File: config.mk
export PLATFORM = sky130hd
export DESIGN_NAME = mac_pipe
export DESIGN_NICKNAME = d
export VERILOG_FILES = /design/src/rtl/mac_pkg.sv /design/src/rtl/mac_mult.sv /design/src/rtl/mac_align.sv /design/src/rtl/mac_accum.sv /design/src/rtl/mac_pipe.sv
export SDC_FILE = /design/constraint.sdc
export NUM_CORES = 2
export LEC_CHECK = 0
export BUFFER_PORTS_ARGS = -buffer_cell sky130_fd_sc_hd__buf_4
export CORE_MARGIN = 2
export CORE_UTILIZATION = 62
export CTS_CLUSTER_SIZE = 16
export DETAILED_ROUTE_END_ITERATION = 6
export PLACE_DENSITY = 0.83
export SKIP_LAST_GASP = 1
export SLEW_MARGIN = 5
export SYNTH_ARGS = -nofsm -noshare
export SYNTH_HDL_FRONTEND = slang
export SYNTH_SLANG_ARGS = --single-unit
File: constraint.sdc
create_clock -name clk -period 28.1 [get_ports clk]
set_input_delay 5.62 -clock clk [delete_from_list [all_inputs] [get_ports clk]]
set_output_delay 5.62 -clock clk [all_outputs]
set_load 0.05 [all_outputs]
File: src/rtl/mac_pkg.sv
package mac_pkg;
    typedef enum logic [1:0] {
        FMT_SINT  = 2'b00,
        FMT_UINT  = 2'b01,
        FMT_SFRAC = 2'b10,
        FMT_SALT  = 2'b11
    } fmt_e;
endpackage

File: src/rtl/mac_mult.sv
module mac_mult
    import mac_pkg::*;
#(
    parameter int OP_W = 32
) (
    input  fmt_e                  fmt,
    input  logic [OP_W-1:0]       a,
    input  logic [OP_W-1:0]       b,
    output logic [2*OP_W-1:0]     prod
);
    localparam int PROD_W = 2 * OP_W;

    logic [PROD_W-1:0] ea, eb;

    // Extend to full product width; the low PROD_W bits of the product are exact.
    always_comb begin
        if (fmt == FMT_UINT) begin
            ea = {{OP_W{1'b0}}, a};
            eb = {{OP_W{1'b0}}, b};
        end else begin
            ea = {{OP_W{a[OP_W-1]}}, a};
            eb = {{OP_W{b[OP_W-1]}}, b};
        end
        prod = ea * eb;
    end
endmodule

File: src/rtl/mac_align.sv
module mac_align
    import mac_pkg::*;
#(
    parameter int OP_W  = 32,
    parameter int ACC_W = 40
) (
    input  fmt_e                 fmt,
    input  logic [2*OP_W-1:0]    prod,
    output logic [ACC_W-1:0]     p,
    output logic                 povf
);
    localparam int PROD_W = 2 * OP_W;
    localparam int EXT_W  = ACC_W - OP_W - 1;

    always_comb begin
        case (fmt)
            FMT_UINT: begin
                p    = prod[ACC_W-1:0];
                povf = |prod[PROD_W-1:ACC_W];
            end
            FMT_SFRAC: begin
                // doubled product, upper half kept, sign-extended
                p    = {{EXT_W{prod[PROD_W-1]}}, prod[PROD_W-1:OP_W-1]};
                povf = 1'b0;
            end
            default: begin
                p    = prod[ACC_W-1:0];
                povf = !((&prod[PROD_W-1:ACC_W-1]) || !(|prod[PROD_W-1:ACC_W-1]));
            end
        endcase
    end
endmodule

File: src/rtl/mac_accum.sv
module mac_accum
    import mac_pkg::*;
#(
    parameter int ACC_W = 40
) (
    input  fmt_e               fmt,
    input  logic               sub,
    input  logic [ACC_W-1:0]   acc_in,
    input  logic [ACC_W-1:0]   p,
    output logic [ACC_W-1:0]   res,
    output logic               aovf
);
    logic [ACC_W:0] xa, xp, r;

    always_comb begin
        if (fmt == FMT_UINT) begin
            xa = {1'b0, acc_in};
            xp = {1'b0, p};
        end else begin
            xa = {acc_in[ACC_W-1], acc_in};
            xp = {p[ACC_W-1], p};
        end
        r    = sub ? (xa - xp) : (xa + xp);
        res  = r[ACC_W-1:0];
        aovf = (fmt == FMT_UINT) ? r[ACC_W] : (r[ACC_W] ^ r[ACC_W-1]);
    end
endmodule

File: src/rtl/mac_pipe.sv
module mac_pipe
    import mac_pkg::*;
#(
    parameter int OP_W  = 32,
    parameter int ACC_W = 40,
    parameter int N_ACC = 4
) (
    input  logic                      clk,
    input  logic                      rst_n,
    input  logic                      op_valid,
    input  logic                      op_sub,
    input  logic [1:0]                op_fmt,
    input  logic [$clog2(N_ACC)-1:0]  op_idx,
    input  logic [OP_W-1:0]           op_a,
    input  logic [OP_W-1:0]           op_b,
    input  logic                      wr_en,
    input  logic [$clog2(N_ACC)-1:0]  wr_idx,
    input  logic [ACC_W-1:0]          wr_data,
    input  logic                      rd_req,
    input  logic [$clog2(N_ACC)-1:0]  rd_idx,
    output logic                      rd_stall,
    output logic                      rd_valid,
    output logic [ACC_W-1:0]          rd_data,
    output logic                      flag_n,
    output logic                      flag_z,
    output logic                      flag_v
);
    localparam int IDX_W  = $clog2(N_ACC);
    localparam int PROD_W = 2 * OP_W;

    typedef struct packed {
        logic             vld;
        logic             sub;
        fmt_e             fmt;
        logic [IDX_W-1:0] idx;
        logic [OP_W-1:0]  a;
        logic [OP_W-1:0]  b;
    } cap_t;

    typedef struct packed {
        logic              vld;
        logic              sub;
        fmt_e              fmt;
        logic [IDX_W-1:0]  idx;
        logic [PROD_W-1:0] prod;
    } mul_t;

    typedef struct packed {
        logic             vld;
        logic             sub;
        fmt_e             fmt;
        logic [IDX_W-1:0] idx;
        logic [ACC_W-1:0] p;
        logic             povf;
    } aln_t;

    typedef struct packed {
        cap_t                         s1;
        mul_t                         s2;
        aln_t                         s3;
        logic [N_ACC-1:0][ACC_W-1:0]  acc;
        logic [N_ACC-1:0]             sticky;
        logic                         n;
        logic                         z;
        logic                         v;
    } state_t;

    state_t r_d, r_q;

    logic [PROD_W-1:0] mul_prod;
    logic [ACC_W-1:0]  aln_p;
    logic              aln_ovf;
    logic [ACC_W-1:0]  sum_res;
    logic              sum_ovf;
    logic [N_ACC-1:0]  busy;
    logic              sticky_new;
    logic              done_vld;
    logic [N_ACC-1:0]  sticky_vec;

    mac_mult #(.OP_W(OP_W)) u_mult (
        .fmt  (r_q.s1.fmt),
        .a    (r_q.s1.a),
        .b    (r_q.s1.b),
        .prod (mul_prod)
    );

    mac_align #(.OP_W(OP_W), .ACC_W(ACC_W)) u_align (
        .fmt  (r_q.s2.fmt),
        .prod (r_q.s2.prod),
        .p    (aln_p),
        .povf (aln_ovf)
    );

    mac_accum #(.ACC_W(ACC_W)) u_accum (
        .fmt    (r_q.s3.fmt),
        .sub    (r_q.s3.sub),
        .acc_in (r_q.acc[r_q.s3.idx]),
        .p      (r_q.s3.p),
        .res    (sum_res),
        .aovf   (sum_ovf)
    );

    // Busy: target of an op in the issue cycle or any of the three stages
    for (genvar k = 0; k < N_ACC; k++) begin : g_busy
        assign busy[k] = (op_valid   && op_idx     == IDX_W'(k)) ||
                         (r_q.s1.vld && r_q.s1.idx == IDX_W'(k)) ||
                         (r_q.s2.vld && r_q.s2.idx == IDX_W'(k)) ||
                         (r_q.s3.vld && r_q.s3.idx == IDX_W'(k));
    end

    always_comb begin
        r_d = r_q;

        r_d.s1.vld = op_valid;
        r_d.s1.sub = op_sub;
        r_d.s1.fmt = fmt_e'(op_fmt);
        r_d.s1.idx = op_idx;
        r_d.s1.a   = op_a;
        r_d.s1.b   = op_b;

        r_d.s2.vld  = r_q.s1.vld;
        r_d.s2.sub  = r_q.s1.sub;
        r_d.s2.fmt  = r_q.s1.fmt;
        r_d.s2.idx  = r_q.s1.idx;
        r_d.s2.prod = mul_prod;

        r_d.s3.vld  = r_q.s2.vld;
        r_d.s3.sub  = r_q.s2.sub;
        r_d.s3.fmt  = r_q.s2.fmt;
        r_d.s3.idx  = r_q.s2.idx;
        r_d.s3.p    = aln_p;
        r_d.s3.povf = aln_ovf;

        sticky_new = r_q.sticky[r_q.s3.idx] | r_q.s3.povf | sum_ovf;
        if (r_q.s3.vld) begin
            r_d.acc[r_q.s3.idx]    = sum_res;
            r_d.sticky[r_q.s3.idx] = sticky_new;
            r_d.n = sum_res[ACC_W-1];
            r_d.z = (sum_res == '0);
            r_d.v = sticky_new;
        end

        // direct load wins over a completing operation
        if (wr_en) begin
            r_d.acc[wr_idx]    = wr_data;
            r_d.sticky[wr_idx] = 1'b0;
        end
    end

    always_ff @(posedge clk) begin
        if (!rst_n) r_q <= '0;
        else        r_q <= r_d;
    end

    assign rd_stall   = rd_req &&  busy[rd_idx];
    assign rd_valid   = rd_req && !busy[rd_idx];
    assign rd_data    = r_q.acc[rd_idx];
    assign flag_n     = r_q.n;
    assign flag_z     = r_q.z;
    assign flag_v     = r_q.v;
    assign done_vld   = r_q.s3.vld;
    assign sticky_vec = r_q.sticky;
endmodule

## Word level (Yosys, flattened, before mapping)

Index checks and enable logic that the tools add are counted.

| word-level totals | value |
|---|---|
| flip-flop bits (word level) | 354 |
| input bits | 118 |
| output and inout port bits | 45 |
| word-level logic and storage cells | 127 |

| cells by class | value |
|---|---|
| add/sub/neg operators | 2 |
| multipliers | 1 |
| order comparisons | 5 |
| equal/unequal tests | 16 |
| muxes and demuxes | 29 |
| bitwise logic cells | 5 |
| reductions and logical operators | 44 |

Operators by type and width:

| cell | count |
|---|---|
| bitwise mux 160 bit | 2 |
| two-way mux 40 bit | 5 |
| two-way mux 167 bit | 1 |
| two-way mux 164 bit | 1 |
| binary-select mux 40 bit (select 2 bit) | 2 |
| demux 40 bit (select 2 bit) | 2 |
| two-way mux 64 bit | 2 |
| two-way mux 41 bit | 3 |
| multiplier 64 x 64 -> 64 bit | 1 |
| adder 41 bit | 1 |
| subtractor 41 bit | 1 |
| logical NOT 40 bit | 1 |
| AND reduction 25 bit | 1 |
| OR reduction 25 bit | 1 |
| OR reduction 24 bit | 1 |
| logical AND 1 bit | 20 |
| == test 2 bit (second input constant) | 9 |
| == test 2 x 1 -> 1 bit (second input constant) | 7 |
| logical OR 1 bit | 13 |
| less-than comparator 2 x 3 -> 1 bit (second input constant) | 3 |
| logical NOT 2 bit | 4 |
| two-way mux 1 bit | 5 |
| bitwise AND 4 bit | 1 |
| binary-select mux 1 bit (select 2 bit) | 2 |
| 8 further kinds | 13 |

## Depth between registers and ports, before layout

| depth | value |
|---|---|
| word-level depth | 12 |
| gate-level depth with buffers | 38 |
| mapped depth without buffers | 35 |

## By module

A second synthesis with hierarchy kept.

| unflattened totals | value |
|---|---|
| cells, all modules | 6901 |
| area, all modules | 66154.7 um^2 |

Modules (own cells, without submodules):

| module | instances | cells each | area an instance (um^2) | sequential area each (um^2) |
|---|---|---|---|---|
| mac_mult | 1 | 5085 | 47644.4 | 0.0 |
| mac_pipe | 1 | 1286 | 14830.5 | 7086.8 |
| mac_accum | 1 | 452 | 3061.7 | 0.0 |
| mac_align | 1 | 78 | 618.1 | 0.0 |

## Worst setup path before layout

OpenSTA, ideal clock, no wires.

| timing | value |
|---|---|
| path kind | in2out |
| from | input rd_idx[0] |
| to | output rd_valid |
| arrival | 7.250 ns |
| data required time | 22.480 ns |
| setup slack | 15.230 ns |
| cell stages on the path | 4 |
| buffers on the path | 2 |
| path through | clkbuf_1 buf_1 o21ai_0 nor2b_1 |

| between the ends | value |
|---|---|
| cells in the longest elaborated chain, start to end | 4 |

RTL lines:

| what | RTL line | source |
|---|---|---|
| start: declaration | mac_pipe.sv:20 | `input logic [$clog2(N_ACC)-1:0] rd_idx,` |
| binary-select mux 1 bit (select 2 bit) | mac_pipe.sv:156 | `assign rd_valid = rd_req && !busy[rd_idx];` |
| two-way mux 1 bit (not written as such) | mac_pipe.sv:156 |  |
| logical NOT 1 bit | mac_pipe.sv:156 |  |
| logical AND 1 bit | mac_pipe.sv:156 |  |
| end: declaration | mac_pipe.sv:22 | `output logic rd_valid,` |

Every way passes these cells. The select of a mux whose other input is x is not followed.

## Worst setup path after layout

| timing | value |
|---|---|
| from | input rd_idx[0] |
| to | output rd_data[14] |

| between the ends | value |
|---|---|
| cells in the longest elaborated chain, start to end | 2 |

RTL lines:

| what | RTL line | source |
|---|---|---|
| binary-select mux 40 bit (select 2 bit) | mac_pipe.sv:157 | `assign rd_data = r_q.acc[rd_idx];` |
| two-way mux 40 bit (not written as such) | mac_pipe.sv:157 |  |
| end: declaration | mac_pipe.sv:23 | `output logic [ACC_W-1:0] rd_data,` |

Every way passes these cells. The select of a mux whose other input is x is not followed.

==> impl_metrics.json <==
{
  "cts_tree": "yes",
  "finalSetupTns_ns": 0,
  "postRouteAntennaNets": 0,
  "htree_levels": 2,
  "cap_violations": 0,
  "ys_types": 82,
  "p_per_area_nw_per_um2": 119,
  "hold_class": "register to register",
  "ys_async_sr_fraction_pct": 0,
  "core_region_area_um2": 105000,
  "synth.area.top_cells": "fa_1, dfxtp_1, inv_1",
  "crit_type": "input pin to output pin",
  "synth_seq_cells": 354,
  "core.rowCount": 119,
  "synth_edf_count": 0,
  "wl_per_cell_um": 21.4,
  "first_global_vias": 54628,
  "worst_ep_arrival_time_ns": 7.08,
  "synth_top_area_share_pct": 43.3,
  "slew_viol_final": 0,
  "finClkSkew_ns": 0.0283,
  "syn_area_um2": 65600,
  "crit_required_ns": 22.48,
  "ctsResizeCount": 0,
  "cts.reportedPaths.clkPinSlew_ns": 0.07,
  "hpwlAfterDp_um": 146000,
  "clock_latency_ns": 0.64,
  "die_area_um2": 108000,
  "status": "complete, no violations",
  "die_h_um": 329,
  "leakage_nw": 33.8,
  "vias_per_cell": 5.91,
  "clockRootBuffer": "clkbuf_16",
  "antenna_found_initial": 2,
  "clkSinkCount": 354,
  "ctsHoldBuffers": 0,
  "grt_pass1_wl_um": 294000,
  "grt_max_degree": 99,
  "routabilityCongestion": 1.05,
  "yosys.area.top_type": "fa_1",
  "startpoint_type": "input pin",
  "grt_overflow_total": 0,
  "slew_headroom_pct": 16.7,
  "grt_usage_pct": 34.9,
  "synth.avg_cell_area_um2": 9.18,
  "tightest_slew_ns": 1.24,
  "cts_buffer_depth": 3,
  "first_pass_iters": 6,
  "wirelength_um": 182000,
  "nets": 8957,
  "rsz0062_at_grt": "false",
  "crit_fanout": 42,
  "yosysSeqAreaShare_pct": 10.8,
  "dr_total_vias": 50159,
  "power.total_w": 0.00828,
  "die_w_um": 329,
  "syn2layout_area_growth_pct": 5.59,
  "end_kind": "output pin",
  "yosysWarnings": 0,
  "min_period_ns": 12.70,
  "synth_most_common_cell": "inv_1",
  "hold_viol": 0,
  "setup_violations": 0,
  "ir_worst_vdd_uv": 222,
  "initial_utilization_pct": 62.4,
  "synth_flop_cell": "dfxtp_1",
  "numCtsBuffers": 42,
  "synth_nets": 9043,
  "drt_iter0_drc": 4271,
  "layout-drive-gt1-share_pct": 6.31,
  "io_buffers": 162,
  "ios": 163,
  "cts_setup_buffers": 0,
  "drcViolationCount": 0,
  "fin_crit_sh_pct": 45.2,
  "netlist_instances": 7150,
  "max_freq_mhz": 78.7,
  "synth_commonest_cells": "inv_1, fa_1, nand2_1"
}
-- power by group --
group	switching, W	internal, W	total, W
logic	0.00420	0.00283	0.00703
clock network	0.000253	0.000328	0.000580
registers	0.0000593	0.000610	0.000669
-- final timing paths --
path | start | end | slack, ns | depth (start not counted)
worst max-delay path | rd_idx[0] | rd_data[14] | 15.40 | 3
worst min-delay path | r_d[212]$_SDFF_PN0_ | r_q[212]$_SDFF_PN0_ | 0.44 | 1
worst max register to register | r_d[281]$_SDFF_PN0_ | r_q[274]$_SDFF_PN0_ | 17.12 | 30
worst min register to register | r_d[212]$_SDFF_PN0_ | r_q[212]$_SDFF_PN0_ | 0.44 | 1
-- stage by stage --
| stage | instance area (um^2) | util (%) | setup WS [ns] | hold slack, ns | std cells |
|---|---|---|---|---|---|
| floorplan | 65600 | - | 15.23 | 0.412 | 7150 |
| global placement | 67900 | 64.6 | 15.45 | 0.426 | 8411 |
| detailed placement | 67900 | 64.6 | 15.39 | 0.430 | 8411 |
| CTS | 69300 | 65.9 | 15.39 | 0.439 | 8488 |
| global route | 69300 | 65.9 | 15.30 | 0.485 | 8490 |
| finish | 69300 | 65.9 | 15.40 | 0.442 | 8490 |
-- metal layers --
layer | GRT usage (%) | vias to the layer above | routed length, um
li1 | - | 21523 | -
met2 | 58.4 | 2777 | 87300
met3 | 6.08 | 645 | 17100
met5 | 0 | - | 0
met1 | 44.6 | 25214 | 67900
met4 | 15.8 | 0 | 9620
-- registers in the layout (all words and copies together) (netlist names) --
register,flops
done_vld,1
r_q,334
flag_v,1
flag_z,1
sticky_vec,4
r_d,12
flag_n,1
-- cell usage in the layout (no fill, tap or decap), types with 63 or more instances in the layout --
master       n
a21oi_1    179
nand2_1    911
dfxtp_1    347
inv_1     1563
nor2_1     310
xnor2_1    122
buf_4      250
o211ai_1   103
ha_1       353
a21o_1      63
o21ai_0    154
mux4_2      81
fa_1      1421
and2_1     563
-- final cells by class --
class                      count  area (um^2)
timing repair buffer         250         1880
antenna                        2         5.00
fill                        8161        35800
inverter                    1564         5880
tap                         1391         1740
clock buffer                  60         1230
sequential                   354         7100
clock inverter                17          211
multi-input combinational   4852        51300
-- logic make-up (layout without fill, tap and decap cells) --
logic type / Yosys count / in the layout / share of synthesized area (%)
AO/OA/AOI/OAI: 722 / 722 / 7.28
XOR/XNOR: 165 / 165 / 2.22
adder cells (fa/ha/maj): 1776 / 1776 / 50.1
buffers and inverters: 1944 / 1891 / 11.1
flip-flops: 354 / 354 / 10.8
multiplexers: 122 / 122 / 3.40
other: 0 / 2 / 0
AND/OR/NAND/NOR: 2067 / 2067 / 15.1
-- worst max-delay path: stages --
cell    delay [ns]
buf_4         0.60
mux4_2        0.62
buf_4         0.21
(Power assumes the default switching activity.)
